===== config.mk =====
export PLATFORM = sky130hd
export DESIGN_NAME = accept_arbiter
export DESIGN_NICKNAME = d
export VERILOG_FILES = /design/src/rtl/arb_pkg.sv /design/src/rtl/arb_key_gen.sv /design/src/rtl/arb_max_tree.sv /design/src/rtl/accept_arbiter.sv
export SDC_FILE = /design/constraint.sdc
export NUM_CORES = 1
export LEC_CHECK = 0
export ABC_AREA = 1
export ABC_CLOCK_PERIOD_IN_PS = 4310
export BUFFER_PORTS_ARGS = -buffer_cell sky130_fd_sc_hd__buf_2
export CORE_MARGIN = 4
export CORE_UTILIZATION = 50
export CTS_BUF_LIST = sky130_fd_sc_hd__clkbuf_8
export CTS_CLUSTER_SIZE = 24
export DETAILED_ROUTE_END_ITERATION = 16
export GPL_ROUTABILITY_DRIVEN = 0
export PLACE_DENSITY = 0.75
export RECOVER_POWER = 50
export SYNTH_ARGS = -nofsm -noshare
export SYNTH_HDL_FRONTEND = slang
export SYNTH_SLANG_ARGS = --single-unit

===== constraint.sdc =====
create_clock -name clk -period 4.31 [get_ports clk]
set_input_delay 0 -clock clk [delete_from_list [all_inputs] [get_ports clk]]
set_output_delay 0 -clock clk [all_outputs]
set_load 0.01 [all_outputs]

===== src/rtl/arb_pkg.sv =====
package arb_pkg;
  // distance going upward from s to j around a ring of n positions
  function automatic int ring_dist(input int j, input int s, input int n);
    return (j + n - s) % n;
  endfunction

  function automatic int ring_add(input int a, input int b, input int n);
    return (a + b) % n;
  endfunction
endpackage


===== src/rtl/arb_key_gen.sv =====
module arb_key_gen #(
  parameter int N_OUT = 4,
  parameter int N_CLS = 6,
  parameter int WT_W  = 4,
  localparam int CLS_W = $clog2(N_CLS),
  localparam int IDX_W = $clog2(N_OUT),
  localparam int KEY_W = 1 + CLS_W + WT_W + IDX_W
) (
  input  logic [N_OUT*CLS_W-1:0] grant_cls,
  input  logic [N_OUT*WT_W-1:0]  grant_wt,
  input  logic [IDX_W-1:0]       start,
  output logic [N_OUT*KEY_W-1:0] keys
);
  for (genvar j = 0; j < N_OUT; j++) begin : g_key
    logic [CLS_W-1:0] cls;
    logic [WT_W-1:0]  wt;
    logic             vld;
    logic [CLS_W-1:0] inv_cls;
    logic [IDX_W-1:0] rank;
    assign cls     = grant_cls[j*CLS_W +: CLS_W];
    assign wt      = grant_wt[j*WT_W +: WT_W];
    assign vld     = |wt;
    assign inv_cls = CLS_W'(N_CLS - 1) - cls;
    assign rank    = IDX_W'(N_OUT - 1 - arb_pkg::ring_dist(j, int'(start), N_OUT));
    assign keys[j*KEY_W +: KEY_W] = vld ? {1'b1, inv_cls, wt, rank} : '0;
  end
endmodule


===== src/rtl/arb_max_tree.sv =====
module arb_max_tree #(
  parameter int N_LEAF = 4,
  parameter int KEY_W  = 8,
  localparam int IDX_W = $clog2(N_LEAF),
  localparam int P     = 1 << IDX_W
) (
  input  logic [N_LEAF*KEY_W-1:0] keys,
  output logic [KEY_W-1:0]        best_key,
  output logic [IDX_W-1:0]        best_idx
);
  for (genvar l = 0; l <= IDX_W; l++) begin : g_lvl
    localparam int W = P >> l;
    logic [KEY_W-1:0] k [W];
    logic [IDX_W-1:0] x [W];
    if (l == 0) begin : g_leaf
      for (genvar j = 0; j < W; j++) begin : g_in
        if (j < N_LEAF) begin : g_real
          assign k[j] = keys[j*KEY_W +: KEY_W];
        end else begin : g_pad
          assign k[j] = '0;
        end
        assign x[j] = IDX_W'(j);
      end
    end else begin : g_node
      for (genvar n = 0; n < W; n++) begin : g_cmp
        logic left_wins;
        assign left_wins = g_lvl[l-1].k[2*n] >= g_lvl[l-1].k[2*n+1];
        assign k[n] = left_wins ? g_lvl[l-1].k[2*n] : g_lvl[l-1].k[2*n+1];
        assign x[n] = left_wins ? g_lvl[l-1].x[2*n] : g_lvl[l-1].x[2*n+1];
      end
    end
  end
  assign best_key = g_lvl[IDX_W].k[0];
  assign best_idx = g_lvl[IDX_W].x[0];
endmodule


===== src/rtl/accept_arbiter.sv =====
module accept_arbiter #(
  parameter int N_OUT   = 4,
  parameter int N_CLS   = 6,
  parameter int WT_W    = 4,
  parameter int PORT_ID = 2,
  localparam int CLS_W  = $clog2(N_CLS),
  localparam int IDX_W  = $clog2(N_OUT),
  localparam int KEY_W  = 1 + CLS_W + WT_W + IDX_W
) (
  input  logic                   clk,
  input  logic                   rst,
  input  logic                   slot_start,
  input  logic                   iter_valid,
  input  logic [N_OUT*CLS_W-1:0] grant_cls,
  input  logic [N_OUT*WT_W-1:0]  grant_wt,
  output logic                   matched,
  output logic                   acc_valid,
  output logic [N_OUT-1:0]       acc_onehot,
  output logic [CLS_W-1:0]       acc_cls
);
  logic [IDX_W-1:0]       slot_t;
  logic [IDX_W-1:0]       start;
  logic [N_OUT*KEY_W-1:0] keys;
  logic [KEY_W-1:0]       best_key;
  logic [IDX_W-1:0]       best_idx;
  logic                   take;

  assign start = IDX_W'(arb_pkg::ring_add(PORT_ID % N_OUT, int'(slot_t), N_OUT));

  arb_key_gen #(.N_OUT(N_OUT), .N_CLS(N_CLS), .WT_W(WT_W)) u_keys (
    .grant_cls(grant_cls), .grant_wt(grant_wt), .start(start), .keys(keys)
  );

  arb_max_tree #(.N_LEAF(N_OUT), .KEY_W(KEY_W)) u_tree (
    .keys(keys), .best_key(best_key), .best_idx(best_idx)
  );

  assign take = iter_valid && !slot_start && !matched && best_key[KEY_W-1];

  always_ff @(posedge clk) begin
    if (rst) begin
      slot_t     <= '0;
      matched    <= 1'b0;
      acc_valid  <= 1'b0;
      acc_onehot <= '0;
      acc_cls    <= '0;
    end else begin
      if (slot_start) begin
        slot_t  <= (slot_t == IDX_W'(N_OUT - 1)) ? '0 : slot_t + 1'b1;
        matched <= 1'b0;
      end else if (take) begin
        matched <= 1'b1;
      end
      acc_valid  <= take;
      acc_onehot <= take ? (N_OUT'(1) << best_idx) : '0;
      acc_cls    <= take ? CLS_W'(N_CLS - 1) - best_key[KEY_W-2 -: CLS_W] : '0;
    end
  end
endmodule


After elaboration in Yosys (flattened, before gate mapping) --
Index checks and enable logic that the tools add are counted.
Storage, ports and cells: input port bits 32, register bits 11, output and inout bits 9, logic and storage cells 48
Cells by class: multiplexer cells 11, reduce and logical (&&, ||, !) cells 11, equal/unequal tests 1, bitwise gates (word level) 1, shift operators 1, order comparisons 3, add/sub/neg operators 15
Operator list (count):
- $mux W10 | 7
- $ge A10 B10 Y1 | 3
- $reduce_or A4 Y1 | 4
- $sub A3 B2 Y4 const A | 4
- $sub A3 B3 Y3 const A | 5
- $sub A1 B2 Y2 const A | 4
- $mux W2 | 2
- $reduce_or A2 Y1 | 2
- $shl A1 B2 Y4 const A | 1
- $logic_and A1 B1 Y1 | 3
- $add A2 B1 Y2 const B | 1
- $add A2 B2 Y2 const A | 1
- $eq A2 B2 Y1 const B | 1
- $logic_not A1 Y1 | 2
- $mux W1 | 2
- $not A1 Y1 | 1

Longest topological paths before layout --
Gate-level depths: netlist of the first run.
depth in word-level cells 11, gate-level depth with buffers 27, gate-level depth less buffers 27

Cells and area by module --
Synthesis of the first run repeated with hierarchy kept, for this count alone.
Unflattened totals: cell total of the unflattened synthesis 398, area total of the unflattened synthesis 2269.7 um^2
Modules (own cells, without submodules):
- arb_max_tree | cells an instance 269, area an instance 1506.4 um^2, sequential area each 0.0 um^2, instances 1
- arb_key_gen | cells an instance 86, area an instance 385.4 um^2, sequential area each 0.0 um^2, instances 1
- accept_arbiter | cells an instance 43, area an instance 377.9 um^2, sequential area each 220.2 um^2, instances 1

Worst setup path after synthesis of the first run --
Ideal clock, no wire load.
path type flip-flop to flip-flop, from register slot_t[0], to register acc_cls[0], setup time 0.064 ns, arrival 2.923 ns, slack 1.323 ns, required time 4.246 ns, buffers on the path 1, clock period less this slack 2.987 ns, cell stages (with the launch flop) 21, cells stage by stage dfxtp_1 > ha_1 > inv_1 > nor2_1 > ha_1 > nand2_1 > nand2_1 > nand2_2 > nand2_4 > clkbuf_1 > o21ai_0 > ha_1 > a21oi_1 > o21ai_1 > nand2_1 > nand3_2 > nand3_1 > nand2_1 > nor2_4 > nand2_1 > nor2_1
Between the ends: longest elaborated chain between the ends 11, elaborated cells between the ends (all ways) 23, those cells by class add/sub: 10; order compare: 3; mux: 7; bitwise: 1; reduce/logical: 2
RTL lines:
- start, declared | line accept_arbiter.sv:21 | logic [IDX_W-1:0] slot_t;
- start signal, assigned | line accept_arbiter.sv:49 | slot_t <= (slot_t == IDX_W'(N_OUT - 1)) ? '0 : slot_t + 1'b1;
- $add A2 B2 Y2 (*) | line arb_pkg.sv:8 | return (a + b) % n;
- $sub A3 B2 Y4 | line arb_pkg.sv:4 | return (j + n - s) % n;
- $sub A1 B2 Y2 | line arb_key_gen.sv:24 | assign rank = IDX_W'(N_OUT - 1 - arb_pkg::ring_dist(j, int'(start), N_OUT));
- $mux W10 | line arb_key_gen.sv:25 | assign keys[j*KEY_W +: KEY_W] = vld ? {1'b1, inv_cls, wt, rank} : '0;
- $ge A10 B10 Y1 | line arb_max_tree.sv:27 | assign left_wins = g_lvl[l-1].k[2*n] >= g_lvl[l-1].k[2*n+1];
- $mux W10 | line arb_max_tree.sv:28 | assign k[n] = left_wins ? g_lvl[l-1].k[2*n] : g_lvl[l-1].k[2*n+1];
- $ge A10 B10 Y1 | line arb_max_tree.sv:27
- $mux W10 (*) | line arb_max_tree.sv:28
- parallel branches: the longest is 3 deep, another holds $sub A3 B3 Y3
- end signal, assigned | line accept_arbiter.sv:56 | acc_cls <= take ? CLS_W'(N_CLS - 1) - best_key[KEY_W-2 -: CLS_W] : '0;
- end, declared | line accept_arbiter.sv:19 | output logic [CLS_W-1:0] acc_cls
Every way passes the cells marked *. A chain may end at the register's enable or synchronous reset.

Worst setup path after layout of the first run --
from register slot_t[0], to register acc_cls[2]
Same word-level chain as after synthesis.

==> reports/summary.json, run 1 <==
{
  "ys_ff_latch": {"value": 11},
  "hold_path_depth": {"value": 5},
  "die_h": {"value": 66.2, "unit": "um"},
  "cts-root-to-sink-buffers": {"value": 2},
  "syn_nets": {"value": 335},
  "timing.setup.critical_path_class": {"value": "flip-flop to flip-flop"},
  "final-max-slew-violation-count": {"value": 0},
  "cts_post_setup_buffers_inserted": {"value": 0},
  "maxCapViolCount": {"value": 0},
  "ctsResizeCount": {"value": 0},
  "grt_overflow": {"value": 0},
  "dieArea": {"value": 4380, "unit": "um2"},
  "syn_inst": {"value": 274},
  "worst-r2r-cell-count": {"value": 22},
  "synth_area_per_inst": {"value": 6.18, "unit": "um2"},
  "mappedNetlistArea": {"value": 1690, "unit": "um2"},
  "cp_data_required_time": {"value": 4.45, "unit": "ns"},
  "cts_made_buffers": {"value": 3},
  "max-vdd-ir-drop": {"value": 0.181, "unit": "mV"},
  "power.density_cell_area": {"value": 308, "unit": "nW/um2"},
  "max_slew_margin": {"value": 79.8, "unit": "%"},
  "cts_sinks": {"value": 11},
  "rows": {"value": 20},
  "synth_cell_type_count": {"value": 30},
  "final-setup-viol-count": {"value": 0},
  "setup_total_negative_slack": {"value": 0, "unit": "ns"},
  "final.fill_count": {"value": 338},
  "first_pass_iters": {"value": 4},
  "synth_warnings": {"value": 0},
  "finalWorstPathRequiredPeriod": {"value": 3.39, "unit": "ns"},
  "top_achievable_clock_speed": {"value": 295, "unit": "MHz"},
  "wl_per_cell": {"value": 10.8, "unit": "um"},
  "area_growth": {"value": 16.0, "unit": "%"},
  "grt_antenna_before_repair": {"value": 0},
  "hold_viol_final": {"value": 0},
  "grt_setup_unrepaired": {"value": "false"},
  "drc_errors": {"value": 0},
  "grt_first_pass_wirelength": {"value": 6760, "unit": "um"},
  "detailed_router_s_first_iteration_violation_count": {"value": 109},
  "worst_clock_skew": {"value": 0.00196, "unit": "ns"},
  "path_clk_slew": {"value": 0.05, "unit": "ns"},
  "grt_pass1_vias": {"value": 1706},
  "status": {"value": "finished clean"},
  "hold_buf_count_cts": {"value": 2},
  "worst_hold_path_type": {"value": "input port to flip-flop"},
  "clock_tree_from_tritoncts": {"value": "done"},
  "worst-slew-pin-transition": {"value": 0.302, "unit": "ns"},
  "dr_total_vias": {"value": 1718},
  "worst_ep_arrival_time": {"value": 3.53, "unit": "ns"},
  "route.final.wire_length": {"value": 3840, "unit": "um"},
  "fp.coreArea": {"value": 3150, "unit": "um2"},
  "layout.cells.most_common": {"value": "sky130_fd_sc_hd__nand2_1"},
  "layout.cells.most_common_list": {"value": "sky130_fd_sc_hd__nand2_1 (75), sky130_fd_sc_hd__inv_1 (42), sky130_fd_sc_hd__buf_2 (31)"},
  "floorplan.initialDensity": {"value": 53.7, "unit": "%"},
  "p_leak": {"value": 1.16, "unit": "nW"},
  "timing.final.crit_share": {"value": 78.6, "unit": "%"},
  "routed_via_density": {"value": 4.85},
  "pin_count_of_the_biggest_net_entering_global_routing": {"value": 18},
  "postRouteAntennaNets": {"value": 0},
  "worst_skew_pair_later_pin_latency": {"value": 0.24, "unit": "ns"},
  "cts-root-buf": {"value": "sky130_fd_sc_hd__clkbuf_8"},
  "pin_count": {"value": 41},
  "worst_setup_path_end_kind": {"value": "flip-flop"},
  "post-dp-hpwl": {"value": 3210, "unit": "um"},
  "layout.nets": {"value": 372},
  "grt.total_usage": {"value": 19.0, "unit": "%"},
  "drive_gt1_share": {"value": 20.6, "unit": "%"},
  "critical_path.max_fanout": {"value": 17},
  "startpoint_type_of_the_worst_setup_path": {"value": "flip-flop"},
  "die_w": {"value": 66.2, "unit": "um"},
  "placement.io_buffers": {"value": 40},
  "number_of_inserted_diodes": {"value": 0},
  "ctsHtreeMaxLevel": {"value": 1},
  "report.power.total": {"value": 605, "unit": "uW"},
  "yosysSeqAreaShare": {"value": 13.0, "unit": "%"}
}
[critical path, cell delays in order, from the launching register on]
cell and delay [ns]:
sky130_fd_sc_hd__dfxtp_1 0.49, sky130_fd_sc_hd__ha_1 0.31, sky130_fd_sc_hd__inv_1 0.08, sky130_fd_sc_hd__nor2_1 0.06
sky130_fd_sc_hd__ha_1 0.29, sky130_fd_sc_hd__nand2_1 0.06, sky130_fd_sc_hd__nand2_1 0.05, sky130_fd_sc_hd__nand2_2 0.10
sky130_fd_sc_hd__nand2_4 0.13, sky130_fd_sc_hd__inv_1 0.14, sky130_fd_sc_hd__nor3_1 0.05, sky130_fd_sc_hd__a31oi_1 0.17
sky130_fd_sc_hd__ha_1 0.25, sky130_fd_sc_hd__inv_1 0.05, sky130_fd_sc_hd__a21boi_0 0.07, sky130_fd_sc_hd__o21ai_1 0.15
sky130_fd_sc_hd__nand3_2 0.20, sky130_fd_sc_hd__inv_2 0.21, sky130_fd_sc_hd__nand3_1 0.13, sky130_fd_sc_hd__nand3_1 0.13
sky130_fd_sc_hd__nor2_1 0.07, sky130_fd_sc_hd__nand2_1 0.06, sky130_fd_sc_hd__inv_1 0.03
[final cells by class]
type / instances / area, um2 / area share [%]
clock inverter: 1 / 3.75 / 0.191
multi-input combinational: 207 / 1260 / 64.3
inverter: 46 / 173 / 8.79
clock buffer: 3 / 41.3 / 2.10
tap: 44 / 55.1 / 2.80
timing repair buffer: 42 / 209 / 10.6
sequential: 11 / 220 / 11.2
[cell families (layout without fill, tap and decap cells)]
| group | count (synthesis) | after routing | synth area share, % |
|---|---|---|---|
| flops | 11 | 11 | 13.0 |
| simple gates | 142 | 142 | 40.2 |
| compound gates | 32 | 32 | 10.9 |
| fa+ha+maj | 29 | 29 | 21.4 |
| buf+inv | 56 | 92 | 12.5 |
| xor+xnor | 4 | 4 | 2.07 |
[synth_stat cells (all sizes together)]
cell	count	area share, %
clkbuf	9	2.0
a22oi	1	0.44
nand2	88	23
inv	46	10
a21boi	1	0.44
buf	1	0.30
nand4	3	1.1
nor3	3	1.2
o21ai	15	4.4
nor2	26	6.9
ha	29	21
dfxtp	11	13
nand3b	2	0.89
nand3	18	6.2
a21oi	13	4.7
xnor2	4	2.1
a31oi	1	0.37
or2	2	0.74
o21a	1	0.44
[sequential cells by signal (all words and copies together), names as in the netlist]
register and count:
slot_t 2, matched 1, acc_onehot 4, acc_valid 1, acc_cls 3
[report_power, final]
| group | total, mW | internal (mW) | switching [mW] |
|---|---|---|---|
| sequential | 0.115 | 0.110 | 0.00432 |
| combinational | 0.389 | 0.144 | 0.245 |
| clock | 0.102 | 0.0626 | 0.0390 |
[routing by layer]
metal | vias up | track usage (%) | routed length, um
met5 | - | 0 | 0
met3 | 6 | 3.23 | 246
met2 | 51 | 35.1 | 1840
met4 | 0 | 4.57 | 40
met1 | 723 | 22.5 | 1710
li1 | 938 | - | -
[path summary, 6_finish.rpt]
path | end | slack (ns) | start
max reg2reg | acc_cls[2]$_SDFF_PP0_ | 0.92 | slot_t[0]$_SDFFE_PP0P_
max | acc_cls[2]$_SDFF_PP0_ | 0.92 | slot_t[0]$_SDFFE_PP0P_
min reg2reg | matched$_SDFFE_PP0P_ | 0.46 | matched$_SDFFE_PP0P_
min | acc_valid$_SDFF_PP0_ | 0.18 | iter_valid
[metrics by stage]
stage / worst slack [ns] / instance area (um2) / cells / hold WS, ns / utilization, %
finish: 0.921 / 1960 / 354 / 0.182 / 62.3
detailed placement: 0.990 / 1910 / 348 / 0.201 / 60.6
CTS: 0.958 / 1980 / 354 / 0.171 / 62.7
floorplan: 1.32 / 1690 / 274 / 0.0724 / -
global placement: 1.00 / 1910 / 348 / 0.211 / 60.6
global route: 0.588 / 1960 / 354 / 0.206 / 62.3
No activity file was read; power rests on OpenSTA's default activity.
==> inputs of run 2 (changes only) <==
--- a/config.mk
+++ b/config.mk
@@ -6,7 +6,7 @@
 export NUM_CORES = 1
 export LEC_CHECK = 0
 export ABC_AREA = 1
-export ABC_CLOCK_PERIOD_IN_PS = 4310
+export ABC_CLOCK_PERIOD_IN_PS = 3060
 export BUFFER_PORTS_ARGS = -buffer_cell sky130_fd_sc_hd__buf_2
 export CORE_MARGIN = 4
 export CORE_UTILIZATION = 50
@@ -14,7 +14,7 @@
 export CTS_CLUSTER_SIZE = 24
 export DETAILED_ROUTE_END_ITERATION = 16
 export GPL_ROUTABILITY_DRIVEN = 0
-export PLACE_DENSITY = 0.75
+export PLACE_DENSITY = 0.78
 export RECOVER_POWER = 50
 export SYNTH_ARGS = -nofsm -noshare
 export SYNTH_HDL_FRONTEND = slang
==> constraint.sdc (replaced) <==
create_clock -name clk -period 3.06 [get_ports clk]
set_input_delay 0 -clock clk [delete_from_list [all_inputs] [get_ports clk]]
set_output_delay 0 -clock clk [all_outputs]
set_load 0.01 [all_outputs]
==> reports/summary.json, run 2 (synthesized netlist as in run 1, its figures left out) <==
{
  "p_leak": {"value": 1.37, "unit": "nW", "change": "+19%"},
  "timing.setup.critical_path_class": {"value": "flip-flop to flip-flop"},
  "largest_register_ff_count": {"value": 4, "change": "unchanged"},
  "cts-root-buf": {"value": "sky130_fd_sc_hd__clkbuf_8"},
  "worst_skew_pair_later_pin_latency": {"value": 0.24, "unit": "ns", "change": "about the same"},
  "finalWorstPathRequiredPeriod": {"value": 2.95, "unit": "ns", "change": "-0.438 ns"},
  "clock_power_share": {"value": 11.9, "unit": "%", "change": "-4.9 points"},
  "grt_overflow": {"value": 0, "change": "unchanged"},
  "rows": {"value": 20, "change": "unchanged"},
  "max_slew_margin": {"value": 83.9, "unit": "%", "change": "+4.1 points"},
  "area_growth": {"value": 47.3, "unit": "%"},
  "status": {"value": "finished clean"},
  "final-setup-viol-count": {"value": 0, "change": "unchanged"},
  "multi_input_area": {"value": 1490, "unit": "um2", "change": "+18%"},
  "hold_path_depth": {"value": 5, "change": "unchanged"},
  "routed_via_density": {"value": 5.07, "change": "+4.4%"},
  "pin_count_of_the_biggest_net_entering_global_routing": {"value": 18, "change": "unchanged"},
  "worstReg2RegEnd": {"value": "acc_cls[2]$_SDFF_PP0_"},
  "fp.coreArea": {"value": 3150, "unit": "um2", "change": "unchanged"},
  "layout.cells.most_common": {"value": "sky130_fd_sc_hd__nand2_1"},
  "report.power.total": {"value": 1.21, "unit": "mW", "change": "+100%"},
  "power.switching": {"value": 547, "unit": "uW", "change": "+90%"},
  "layout.cells.most_common_list": {"value": "sky130_fd_sc_hd__nand2_1 (67), sky130_fd_sc_hd__inv_1 (38), sky130_fd_sc_hd__buf_2 (30)"},
  "cts_sinks": {"value": 11, "change": "unchanged"},
  "maxCapViolCount": {"value": 0, "change": "unchanged"},
  "worst-slew-pin-transition": {"value": 0.240, "unit": "ns", "change": "-0.0619 ns"},
  "cp_data_required_time": {"value": 3.20, "unit": "ns", "change": "-1.25 ns"},
  "route.final.wire_length": {"value": 4830, "unit": "um", "change": "+26%"},
  "r2r-start": {"value": "slot_t[0]$_SDFFE_PP0P_"},
  "post-dp-hpwl": {"value": 3280, "unit": "um", "change": "+2.2%"},
  "die_h": {"value": 66.2, "unit": "um", "change": "unchanged"},
  "top_achievable_clock_speed": {"value": 339, "unit": "MHz", "change": "+15%"},
  "detailed_router_s_first_iteration_violation_count": {"value": 107, "change": "-1.8%"},
  "number_of_inserted_diodes": {"value": 0, "change": "unchanged"},
  "pin_count": {"value": 41, "change": "unchanged"},
  "startpoint_type_of_the_worst_setup_path": {"value": "flip-flop"},
  "ff_latch_area": {"value": 223, "unit": "um2", "change": "+1.1%"},
  "reg2reg_slack": {"value": 0.11, "unit": "ns", "change": "-0.81 ns"},
  "die_w": {"value": 66.2, "unit": "um", "change": "unchanged"},
  "clock_tree_from_tritoncts": {"value": "done"},
  "grt_pass1_vias": {"value": 1787, "change": "+4.7%"},
  "holdCritStartpoint": {"value": "iter_valid"},
  "worst-r2r-cell-count": {"value": 23, "change": "+4.5%"},
  "setup_total_negative_slack": {"value": 0, "unit": "ns", "change": "unchanged"},
  "grt.total_usage": {"value": 20.0, "unit": "%", "change": "+0.98 points"},
  "layout.nets": {"value": 410, "change": "+10%"},
  "final-max-slew-violation-count": {"value": 0, "change": "unchanged"},
  "utilization": {"value": 79.1, "unit": "%", "change": "+17 points"},
  "first_pass_iters": {"value": 4, "change": "unchanged"},
  "worst_ep_arrival_time": {"value": 3.09, "unit": "ns", "change": "-0.44 ns"},
  "share_of_total_power_consumed_by_net_switching": {"value": 45.3, "unit": "%", "change": "-2.4 points"},
  "cts-root-to-sink-buffers": {"value": 2, "change": "unchanged"},
  "final.fill_count": {"value": 242, "change": "-28%"},
  "dr_total_vias": {"value": 1986, "change": "+16%"},
  "drive_gt1_share": {"value": 39.4, "unit": "%", "change": "+19 points"},
  "grt_antenna_before_repair": {"value": 0, "change": "unchanged"},
  "drc_errors": {"value": 0, "change": "unchanged"},
  "p_int": {"value": 662, "unit": "uW", "change": "+110%"},
  "wl_per_cell": {"value": 12.3, "unit": "um", "change": "+14%"},
  "path_clk_slew": {"value": 0.05, "unit": "ns", "change": "about the same"},
  "timing.final.crit_share": {"value": 96.4, "unit": "%", "change": "+18 points"},
  "worst_clock_skew": {"value": 0.000368, "unit": "ns", "change": "-0.00159 ns"},
  "postRouteAntennaNets": {"value": 0, "change": "unchanged"},
  "max-vdd-ir-drop": {"value": 0.219, "unit": "mV", "change": "+21%"},
  "grt_first_pass_wirelength": {"value": 7110, "unit": "um", "change": "+5.3%"},
  "dieArea": {"value": 4380, "unit": "um2", "change": "unchanged"},
  "worst_setup_path_end_kind": {"value": "flip-flop"},
  "cts_made_buffers": {"value": 3, "change": "unchanged"},
  "power_frac_seq": {"value": 13.3, "unit": "%", "change": "-5.7 points"},
  "hold_viol_final": {"value": 0, "change": "unchanged"},
  "ctsHtreeMaxLevel": {"value": 1, "change": "unchanged"},
  "worst_hold_path_type": {"value": "input port to flip-flop"},
  "comb_power_share": {"value": 74.8, "unit": "%", "change": "+11 points"},
  "placement.io_buffers": {"value": 40, "change": "unchanged"},
  "regMostFlops": {"value": "acc_onehot"},
  "floorplan.initialDensity": {"value": 53.7, "unit": "%", "change": "unchanged"},
  "reg.largest.list": {"value": "acc_onehot x4, acc_cls x3, slot_t x2"},
  "critical_path.max_fanout": {"value": 8, "change": "-9"},
  "whs_endpoint": {"value": "acc_valid$_SDFF_PP0_"},
  "power.density_cell_area": {"value": 485, "unit": "nW/um2", "change": "+57%"}
}
run 2: stage by stage:
stage | cell area (um2) | std cells | hold slack [ns] | worst slack (ns)
finish | 2490 | 392 | 0.178 | 0.109
global route | 2490 | 392 | 0.206 | -0.103
CTS | 2160 | 378 | 0.172 | 0.0158
detailed placement | 2050 | 367 | 0.208 | -0.182
global placement | 2050 | 367 | 0.204 | -0.0925
floorplan | 1690 | 274 | 0.0724 | 0.0732
run 2: worst max-delay path by stage:
stage / from / end / slack [ns] / depth (start not counted)
6_report: slot_t[0]$_SDFFE_PP0P_ / acc_cls[2]$_SDFF_PP0_ / 0.11 / 23
5_1_grt: grant_wt[1] / acc_cls[2]$_SDFF_PP0_ / -0.10 / 27
4_1_cts: slot_t[0]$_SDFFE_PP0P_ / acc_cls[0]$_SDFF_PP0_ / 0.02 / 21
3_5_place_dp: grant_wt[3] / acc_cls[0]$_SDFF_PP0_ / -0.18 / 25
3_3_place_gp: grant_wt[3] / acc_onehot[3]$_SDFF_PP0_ / -0.09 / 25
2_1_floorplan: slot_t[0]$_SDFFE_PP0P_ / acc_cls[0]$_SDFF_PP0_ / 0.07 / 20
run 2: area by class of cell:
cell class	count	area share, %
inverters	46	7.22
repair buffers	77	20.1
clock buffers	3	1.65
multi-input cells	210	59.8
clock inverters	1	0.150
flip-flops and latches	11	8.93
well taps	44	2.21
run 2: power by group through the flow:
| stage | combinational, mW | clock (mW) | sequential (mW) |
|---|---|---|---|
| after floorplan | 0.419 | 0 | 0.169 |
| after global routing | 1.00 | 0.152 | 0.162 |
| after CTS | 0.659 | 0.141 | 0.159 |
| after detailed placement | 0.604 | 0 | 0.162 |
| final | 0.905 | 0.143 | 0.161 |
| after global placement | 0.587 | 0 | 0.161 |
run 2: layer usage:
metal | vias up | track usage [%] | wire [um]
met2 | 76 | 36.8 | 2440
met1 | 880 | 24.3 | 1970
li1 | 1018 | - | -
met5 | - | 0 | 0
met3 | 12 | 3.74 | 335
met4 | 0 | 2.79 | 86
run 2: worst max-delay path, cell delays in order (launching register included):
cell and delay [ns]:
sky130_fd_sc_hd__dfxtp_2 0.33, sky130_fd_sc_hd__ha_4 0.29, sky130_fd_sc_hd__inv_4 0.04, sky130_fd_sc_hd__nor2_4 0.13, sky130_fd_sc_hd__ha_4 0.22, sky130_fd_sc_hd__nand2_2 0.05
sky130_fd_sc_hd__nand2_2 0.06, sky130_fd_sc_hd__nand2_4 0.08, sky130_fd_sc_hd__nand2_4 0.08, sky130_fd_sc_hd__buf_6 0.15, sky130_fd_sc_hd__nand2_1 0.06, sky130_fd_sc_hd__o21ai_1 0.06
sky130_fd_sc_hd__ha_1 0.28, sky130_fd_sc_hd__a21oi_1 0.13, sky130_fd_sc_hd__o21ai_1 0.07, sky130_fd_sc_hd__nand2_1 0.11, sky130_fd_sc_hd__nand3_4 0.16, sky130_fd_sc_hd__buf_6 0.17
sky130_fd_sc_hd__nand2_1 0.08, sky130_fd_sc_hd__nand2_1 0.07, sky130_fd_sc_hd__nand2_1 0.08, sky130_fd_sc_hd__nand2_1 0.06, sky130_fd_sc_hd__nand2_1 0.05, sky130_fd_sc_hd__inv_1 0.03
run 2: timing repair:
action,4_1_cts,5_1_grt
endpoints found under the hold margin,3,0
resized for setup,5,58
buffers inserted,5,11
hold buffers,2,0
pin swaps,1,30
cloned,0,3
endpoints found under the setup margin,7,9
